`config.mk`:
```
export PLATFORM = sky130hd
export DESIGN_NAME = alu8_status
export DESIGN_NICKNAME = d
export VERILOG_FILES = /design/src/rtl/alu8_pkg.sv /design/src/rtl/alu8_addsub.sv /design/src/rtl/alu8_logic.sv /design/src/rtl/alu8_flags.sv /design/src/rtl/alu8_status.sv
export SDC_FILE = /design/constraint.sdc
export NUM_CORES = 1
export LEC_CHECK = 0
export BUFFER_PORTS_ARGS = -buffer_cell sky130_fd_sc_hd__buf_2
export CAP_MARGIN = 25
export CORE_MARGIN = 3
export CORE_UTILIZATION = 55
export CTS_CLUSTER_SIZE = 16
export DETAILED_ROUTE_END_ITERATION = 6
export PLACE_DENSITY_LB_ADDON = 0.15
export SLEW_MARGIN = 20
export SYNTH_ARGS = -nofsm -noshare
export SYNTH_HDL_FRONTEND = slang
export SYNTH_SLANG_ARGS = --single-unit
```
`constraint.sdc`:
```
create_clock -name clk_i -period 10.4 [get_ports clk_i]
set_input_delay 2.6 -clock clk_i [delete_from_list [all_inputs] [get_ports clk_i]]
set_output_delay 2.6 -clock clk_i [all_outputs]
set_load 0.02 [all_outputs]
```
`src/rtl/alu8_pkg.sv`:
```
package alu8_pkg;
  typedef enum logic [2:0] {
    OP_ADD  = 3'd0,
    OP_ADC  = 3'd1,
    OP_SUB  = 3'd2,
    OP_SBC  = 3'd3,
    OP_AND  = 3'd4,
    OP_OR   = 3'd5,
    OP_XOR  = 3'd6,
    OP_PASS = 3'd7
  } alu_op_e;

  localparam int FL_C = 0;
  localparam int FL_Z = 1;
  localparam int FL_N = 2;
  localparam int FL_V = 3;
  localparam int FL_S = 4;
  localparam int FL_H = 5;
  localparam int FL_T = 6;
  localparam int FL_I = 7;
endpackage

```
`src/rtl/alu8_addsub.sv`:
```
module alu8_addsub #(
  parameter int DATA_W = 8
) (
  input  logic [DATA_W-1:0] a_i,
  input  logic [DATA_W-1:0] b_i,
  input  logic              sub_i,
  input  logic              chain_i,
  input  logic              c_stored_i,
  output logic [DATA_W-1:0] res_o,
  output logic              c_o,
  output logic              h_o,
  output logic              v_o
);
  localparam int NIB = DATA_W / 2;

  logic [DATA_W-1:0] b_eff;
  logic              cin;
  logic [DATA_W:0]   sum_full;
  logic [NIB:0]      sum_low;

  // subtraction as a + ~b + 1, borrow-in removes the +1
  always_comb begin
    b_eff    = sub_i ? ~b_i : b_i;
    cin      = sub_i ? ~(chain_i & c_stored_i) : (chain_i & c_stored_i);
    sum_full = {1'b0, a_i} + {1'b0, b_eff} + {{DATA_W{1'b0}}, cin};
    sum_low  = {1'b0, a_i[NIB-1:0]} + {1'b0, b_eff[NIB-1:0]} + {{NIB{1'b0}}, cin};
    res_o    = sum_full[DATA_W-1:0];
    c_o      = sum_full[DATA_W] ^ sub_i;
    h_o      = sum_low[NIB] ^ sub_i;
    v_o      = (a_i[DATA_W-1] == b_eff[DATA_W-1]) && (res_o[DATA_W-1] != a_i[DATA_W-1]);
  end
endmodule

```
`src/rtl/alu8_logic.sv`:
```
module alu8_logic #(
  parameter int DATA_W = 8
) (
  input  logic [DATA_W-1:0] a_i,
  input  logic [DATA_W-1:0] b_i,
  input  alu8_pkg::alu_op_e op_i,
  output logic [DATA_W-1:0] res_o
);
  import alu8_pkg::*;

  always_comb begin
    unique case (op_i)
      OP_AND:  res_o = a_i & b_i;
      OP_OR:   res_o = a_i | b_i;
      OP_XOR:  res_o = a_i ^ b_i;
      default: res_o = b_i;
    endcase
  end
endmodule

```
`src/rtl/alu8_flags.sv`:
```
module alu8_flags #(
  parameter int DATA_W = 8
) (
  input  logic              clk_i,
  input  logic              rst_ni,
  input  logic              we_i,
  input  logic [7:0]        wdata_i,
  input  logic              upd_i,
  input  logic              is_arith_i,
  input  logic              is_logic_i,
  input  logic [DATA_W-1:0] res_i,
  input  logic              c_i,
  input  logic              h_i,
  input  logic              v_i,
  output logic [7:0]        sreg_o
);
  import alu8_pkg::*;

  logic [7:0] sreg_q, sreg_d, upd_val;
  logic       n_new, v_new;

  always_comb begin
    upd_val = sreg_q;
    n_new   = res_i[DATA_W-1];
    v_new   = is_arith_i ? v_i : 1'b0;
    if (is_arith_i || is_logic_i) begin
      upd_val[FL_Z] = (res_i == '0);
      upd_val[FL_N] = n_new;
      upd_val[FL_V] = v_new;
      upd_val[FL_S] = n_new ^ v_new;
    end
    if (is_arith_i) begin
      upd_val[FL_C] = c_i;
      upd_val[FL_H] = h_i;
    end
    if (we_i)       sreg_d = wdata_i;
    else if (upd_i) sreg_d = upd_val;
    else            sreg_d = sreg_q;
  end

  always_ff @(posedge clk_i or negedge rst_ni) begin
    if (!rst_ni) sreg_q <= 8'h00;
    else         sreg_q <= sreg_d;
  end

  assign sreg_o = sreg_q;

  AST_WRITE_WINS: assert property (@(posedge clk_i) disable iff (!rst_ni)
    we_i |=> sreg_q == $past(wdata_i));
  AST_HOLD_IDLE: assert property (@(posedge clk_i) disable iff (!rst_ni)
    (!we_i && !upd_i) |=> $stable(sreg_q));
  AST_IT_KEEP: assert property (@(posedge clk_i) disable iff (!rst_ni)
    !we_i |=> sreg_q[7:6] == $past(sreg_q[7:6]));
  AST_SIGN_XOR: assert property (@(posedge clk_i) disable iff (!rst_ni)
    (upd_i && !we_i && (is_arith_i || is_logic_i)) |=> sreg_q[FL_S] == (sreg_q[FL_N] ^ sreg_q[FL_V]));
  AST_LOGIC_KEEP_CH: assert property (@(posedge clk_i) disable iff (!rst_ni)
    (upd_i && !we_i && is_logic_i) |=> (sreg_q[FL_C] == $past(sreg_q[FL_C])) && (sreg_q[FL_H] == $past(sreg_q[FL_H])) && !sreg_q[FL_V]);
  AST_PASS_KEEP: assert property (@(posedge clk_i) disable iff (!rst_ni)
    (!we_i && !is_arith_i && !is_logic_i) |=> $stable(sreg_q));
endmodule

```
`src/rtl/alu8_status.sv`:
```
module alu8_status (
  input  logic       clk_i,
  input  logic       rst_ni,
  input  logic [7:0] op_a_i,
  input  logic [7:0] op_b_i,
  input  logic [2:0] op_sel_i,
  input  logic       flag_upd_i,
  input  logic       sreg_we_i,
  input  logic [7:0] sreg_wdata_i,
  output logic [7:0] result_o,
  output logic [7:0] sreg_o
);
  import alu8_pkg::*;

  localparam int DATA_W = 8;

  alu_op_e           op;
  logic              is_arith, is_logic, is_sub, is_chain;
  logic [DATA_W-1:0] arith_res, logic_res;
  logic              c_flag, h_flag, v_flag;

  assign op       = alu_op_e'(op_sel_i);
  assign is_arith = (op == OP_ADD) || (op == OP_ADC) || (op == OP_SUB) || (op == OP_SBC);
  assign is_logic = (op == OP_AND) || (op == OP_OR) || (op == OP_XOR);
  assign is_sub   = (op == OP_SUB) || (op == OP_SBC);
  assign is_chain = (op == OP_ADC) || (op == OP_SBC);

  alu8_addsub #(.DATA_W(DATA_W)) u_addsub (
    .a_i        (op_a_i),
    .b_i        (op_b_i),
    .sub_i      (is_sub),
    .chain_i    (is_chain),
    .c_stored_i (sreg_o[FL_C]),
    .res_o      (arith_res),
    .c_o        (c_flag),
    .h_o        (h_flag),
    .v_o        (v_flag)
  );

  alu8_logic #(.DATA_W(DATA_W)) u_logic (
    .a_i   (op_a_i),
    .b_i   (op_b_i),
    .op_i  (op),
    .res_o (logic_res)
  );

  assign result_o = is_arith ? arith_res : logic_res;

  alu8_flags #(.DATA_W(DATA_W)) u_flags (
    .clk_i      (clk_i),
    .rst_ni     (rst_ni),
    .we_i       (sreg_we_i),
    .wdata_i    (sreg_wdata_i),
    .upd_i      (flag_upd_i),
    .is_arith_i (is_arith),
    .is_logic_i (is_logic),
    .res_i      (result_o),
    .c_i        (c_flag),
    .h_i        (h_flag),
    .v_i        (v_flag),
    .sreg_o     (sreg_o)
  );

  AST_ZERO_FLAG: assert property (@(posedge clk_i) disable iff (!rst_ni)
    (flag_upd_i && !sreg_we_i && op_sel_i != 3'd7) |=> sreg_o[FL_Z] == ($past(result_o) == 8'h00));
  AST_NEG_FLAG: assert property (@(posedge clk_i) disable iff (!rst_ni)
    (flag_upd_i && !sreg_we_i && op_sel_i != 3'd7) |=> sreg_o[FL_N] == $past(result_o[7]));
  AST_PASS_RESULT: assert property (@(posedge clk_i) disable iff (!rst_ni)
    op_sel_i == 3'd7 |-> result_o == op_b_i);
endmodule

```
## Word-level counts from Yosys, hierarchy flattened

Index checks and enable logic that the tools add are counted.

| cells by class | value |
|---|---|
| add/sub/neg operators | 4 |
| multiply operators | 0 |
| divide/modulo/power cells | 0 |
| magnitude comparators | 0 |
| equal/unequal tests | 8 |
| shifts and indexed selects | 0 |
| multiplexer cells | 10 |
| bitwise gates (word level) | 9 |
| reduce and logical (&&, ||, !) cells | 16 |

Operators with widths:

| operator | count |
|---|---|
| two-way mux 8 bit | 3 |
| case mux 8 bit (3 select lines) | 1 |
| adder 8 x 8 -> 9 bit | 1 |
| adder 9 x 1 -> 9 bit | 1 |
| equality test 3 bit, second input constant | 3 |
| AND 8 bit | 1 |
| logical NOT 8 bit | 1 |
| logical OR 1 bit | 8 |
| NOT 8 bit | 1 |
| bitwise OR 8 bit | 1 |
| XOR 8 bit | 1 |
| equality test 3 x 2 -> 1 bit, second input constant | 2 |
| two-way mux 6 bit | 1 |
| nonzero test 2 bit | 3 |
| adder 4 x 4 -> 5 bit | 1 |
| adder 5 x 1 -> 5 bit | 1 |
| two-way mux 1 bit | 4 |
| two-way mux 4 bit | 1 |
| AND reduction 2 bit | 2 |
| equality test 3 x 1 -> 1 bit, second input constant | 1 |
| logical NOT 3 bit | 1 |
| XOR 1 bit | 3 |
| AND 1 bit | 1 |
| equality test 1 bit | 1 |
| other kinds (3) | 3 |

| storage, ports and cells | value |
|---|---|
| register bits after elaboration | 8 |
| latch bits | 0 |
| RAM bits | 0 |
| memory bits (read-only) | 0 |
| input bits | 31 |
| output and inout bits | 16 |
| logic and storage cells | 50 |
| memories | 0 |

## Longest topological paths before layout

| depth | value |
|---|---|
| word-level depth | 13 |
| gate-level depth with buffers | 14 |
| gate-level depth less buffers | 12 |

## By module

Synthesis repeated with hierarchy kept, for this count alone.

| second synthesis, totals | value |
|---|---|
| cells, all modules | 196 |
| area, all modules | 1621.6 sq um |

Modules (own cells, without submodules):

| module | times used | cells each | area each (sq um) | sequential area each (sq um) |
|---|---|---|---|---|
| alu8_logic | 1 | 83 | 580.6 | 0.0 |
| alu8_addsub | 1 | 61 | 493.0 | 0.0 |
| alu8_flags | 1 | 39 | 395.4 | 200.2 |
| alu8_status | 1 | 13 | 152.6 | 0.0 |

## Worst setup path before layout

OpenSTA, ideal clock, no wires.

| timing path | value |
|---|---|
| path kind | input -> output |
| start | input op_sel_i[2] |
| end | output result_o[6] |
| data arrival time | 5.206 ns |
| slack | 2.594 ns |
| cell stages on the path | 13 |
| buffers on the path | 2 |
| cell sequence | buf_6 -> inv_1 -> nand2_1 -> clkbuf_1 -> xnor2_1 -> fa_1 -> inv_1 -> fa_1 -> a211oi_1 -> o21bai_1 -> a21oi_1 -> xor2_1 -> o21ai_0 |

| on the way | value |
|---|---|
| longest elaborated chain between the ends | 7 |
| elaborated cells on any way between the ends | 20 |
| those cells by class | add/sub (2); eq/ne (6); mux (4); bitwise (2); reduce/logical (6) |

RTL lines:

| item | line | source |
|---|---|---|
| start, declared | alu8_status.sv:6 | `input logic [2:0] op_sel_i,` |
| branches (longest 6 deep; another with adder 8 x 8 -> 9 bit) | -- |  |
| two-way mux 8 bit * | alu8_status.sv:47 | `assign result_o = is_arith ? arith_res : logic_res;` |
| end, declared | alu8_status.sv:10 | `output logic [7:0] result_o,` |

Every way passes the cells marked *.

## Final worst setup path

Ends and elaborated chain as after synthesis.

==> run metrics <==
nets@finish=274; Worst-path clk slew=0.05 ns; Sw Pwr=0.0690 mW; path type of the worst setup path=primary input to output port; CP startpoint kind=primary input; Slew @ Worst Pin=0.612 ns; crit path time final=8.06 ns; Root Buffer=clkbuf_4; DRT iter0 DRCs=72; H-tree depth=1; DRT antenna net count=0; Area contributors post-synth=ha_1 19%, dfrtp_1 13%, mux4_1 12%, inv_1 7.5%, xnor2_1 6.4%; Post-Syn Area per Cell=8.67 um2; Largest register FFs=8; Pleak=0.924 nW; # diodes=0; drt via density=5.67; DRT Wirelength=3210 um; sequential power share=23.2%; RSZ-0062 raised after global routing=false; Max clock buf depth=2; Tcrit/Tclk final=77.5%; reg2reg setup slack=7.45 ns; max-slew violation count=0; post-DR wirelength/cell=13.1 um; total core area=0.00254 mm2; I/O Pins=47; CP required=7.80 ns; r2r endpoint=u_flags.sreg_o[1]$_DFFE_PN0P_; Hold Path Sink=u_flags.sreg_o[4]$_DFFE_PN0P_; Port Buf Inserts=46; worst reg-to-reg path cell count=11; Tot Pwr=0.160 mW; status=complete, no violations; DIE AREA=0.00341 mm2; Crit Path Max Fanout=18; Syn Inst Count=174; worst min path class=register to register; hold_buf cts=0; Mapped Nets=230; # fillers=213; sequential area share after synthesis=13.3%; first-pass GRT wire length=5590 um; Post-Syn Area=0.00151 mm2; Clk pwr share=14.5%; sw frac=43.2%; Std-Cell Rows=18; combinational share of power=62.3%; Initial Util=59.3%; Synth top area share=19.1%; fraction of layout cells with a size suffix above 1=26.4%; vias in the first global route=1330; # clock sinks=8; most common cell after layout, fill and taps aside=buf_2; HPWL after detailed placement=2650 um; Worst Hold Depth=2; Peak Freq=124 MHz; Pwr Density=91.0 mW/mm2; HP Start=u_flags.sreg_o[4]$_DFFE_PN0P_; initial antenna violation count=0; via count=1394; CP Capture Type=output port; CTS tree=yes; GRT Total Usage=20.3%; GPL Wtd Cong=0.822; pin count of the biggest net entering global routing=19; Arr. time, crit path=5.46 ns; Hold Fails Final Rpt=0; cts bufs inserted=3; clk_skew=0.000454 ns; R2R Path Start=u_flags.sreg_o[0]$_DFFE_PN0P_; internal power=0.0906 mW; setup_tns=0 ns; first-pass iteration count of the detailed router=4; post-synth top area cell=ha_1; slew margin rel.=59.2%; Setup Buffers After CTS=0; number of remaining DRC errors=0; commonest cells after routing, fill and taps aside=46 x buf_2, 30 x inv_1, 23 x ha_1; area delta synth->final=16.2%; Ys Warns=0; clock latency on the worst-skew pair=0.25 ns; Max VDD drop=69.6 uV; setup violators final=0; Max-Cap Viols=0; total gr overflow=0; die width=58.4 um; flops & latches, synth=8; post-synth cell types=40; Chip Height=58.4 um; PostCTS Resize Cnt=0
==> routing by layer <==
metal  GRT usage (%)  vias up  part of all wire (%)
met5               0        -                     0
met3           0.877        4                   6.7
met2            38.4       40                    52
met4            5.30        0                  0.53
met1            24.9      660                    41
li1                -      690                     -
==> logic make-up (layout without fill, tap and decap cells) <==
logic type | count (synthesis) | count (layout) | synth area share, %
compound gates | 35 | 35 | 14.6
fa+ha+maj | 25 | 25 | 21.7
flops | 8 | 8 | 13.3
xor+xnor | 14 | 14 | 8.13
buf+inv | 37 | 79 | 10.5
mux | 14 | 14 | 18.3
simple gates | 41 | 41 | 13.4
==> synth_stat cells, drive strengths merged <==
cell type  instances
clkbuf             2
a21oi             14
ha                23
xor2               3
xnor2             11
o21a               1
fa                 2
mux2               5
o21ai              7
or3                3
o211a              1
nand3              6
a21o               1
and3b              1
inv               30
mux4               8
nand2             13
nor2               9
nor3               1
o21bai             1
a22oi              1
or2                1
a21boi             1
dfrtp              8
o211ai             2
nor3b              3
a22o               1
o31ai              2
buf                5
or4                3
o221ai             1
nand2b             1
a211oi             2
mux2i              1
==> worst max-delay path by stage <==
stage	cells past startpoint	endpoint	from	slack, ns
5_1_grt	13	result_o[6]	op_sel_i[2]	2.04
3_3_place_gp	13	result_o[6]	op_sel_i[2]	2.42
6_report	13	result_o[6]	op_sel_i[2]	2.34
4_1_cts	13	result_o[6]	op_sel_i[2]	2.34
2_1_floorplan	13	result_o[6]	op_sel_i[2]	2.59
3_5_place_dp	13	result_o[6]	op_sel_i[2]	2.35
==> worst max-delay path: stages <==
cell,delay [ns]
buf_2,0.30
inv_1,0.18
nand2_1,0.44
xnor2_1,0.21
fa_1,0.23
inv_1,0.05
fa_1,0.42
a211oi_1,0.23
o21bai_1,0.10
a21oi_1,0.22
xor2_1,0.20
o21ai_0,0.10
buf_2,0.17
==> through the flow <==
| stage | std cells | setup slack (ns) | cell area, um2 | hold WS, ns | utilization, % |
|---|---|---|---|---|---|
| final | 246 | 2.34 | 1750 | 0.487 | 68.9 |
| after global routing | 246 | 2.04 | 1750 | 0.521 | 68.9 |
| after CTS | 246 | 2.34 | 1750 | 0.490 | 68.9 |
| after detailed placement | 243 | 2.35 | 1730 | 0.479 | 68.0 |
| after global placement | 243 | 2.42 | 1730 | 0.456 | 68.0 |
| after floorplan | 174 | 2.59 | 1510 | 0.593 | - |
==> final cells by class <==
class,instances,area [um2],share of cell area (%)
Clock buffer,3,22.5,1.28
Inverter,30,113,6.42
Multi-Input combinational cell,129,1150,65.6
Sequential cell,8,200,11.4
Tap cell,30,37.5,2.14
Timing Repair Buffer,46,230,13.1
==> power by group through the flow <==
stage	logic [mW]	registers (mW)	clock network (mW)
after floorplan	0.0671	0.0417	0
final	0.0994	0.0370	0.0232
after global routing	0.112	0.0376	0.0240
after CTS	0.100	0.0371	0.0233
after detailed placement	0.0993	0.0376	0
after global placement	0.0966	0.0372	0
Note: power is estimated with default switching activity, not from simulation.
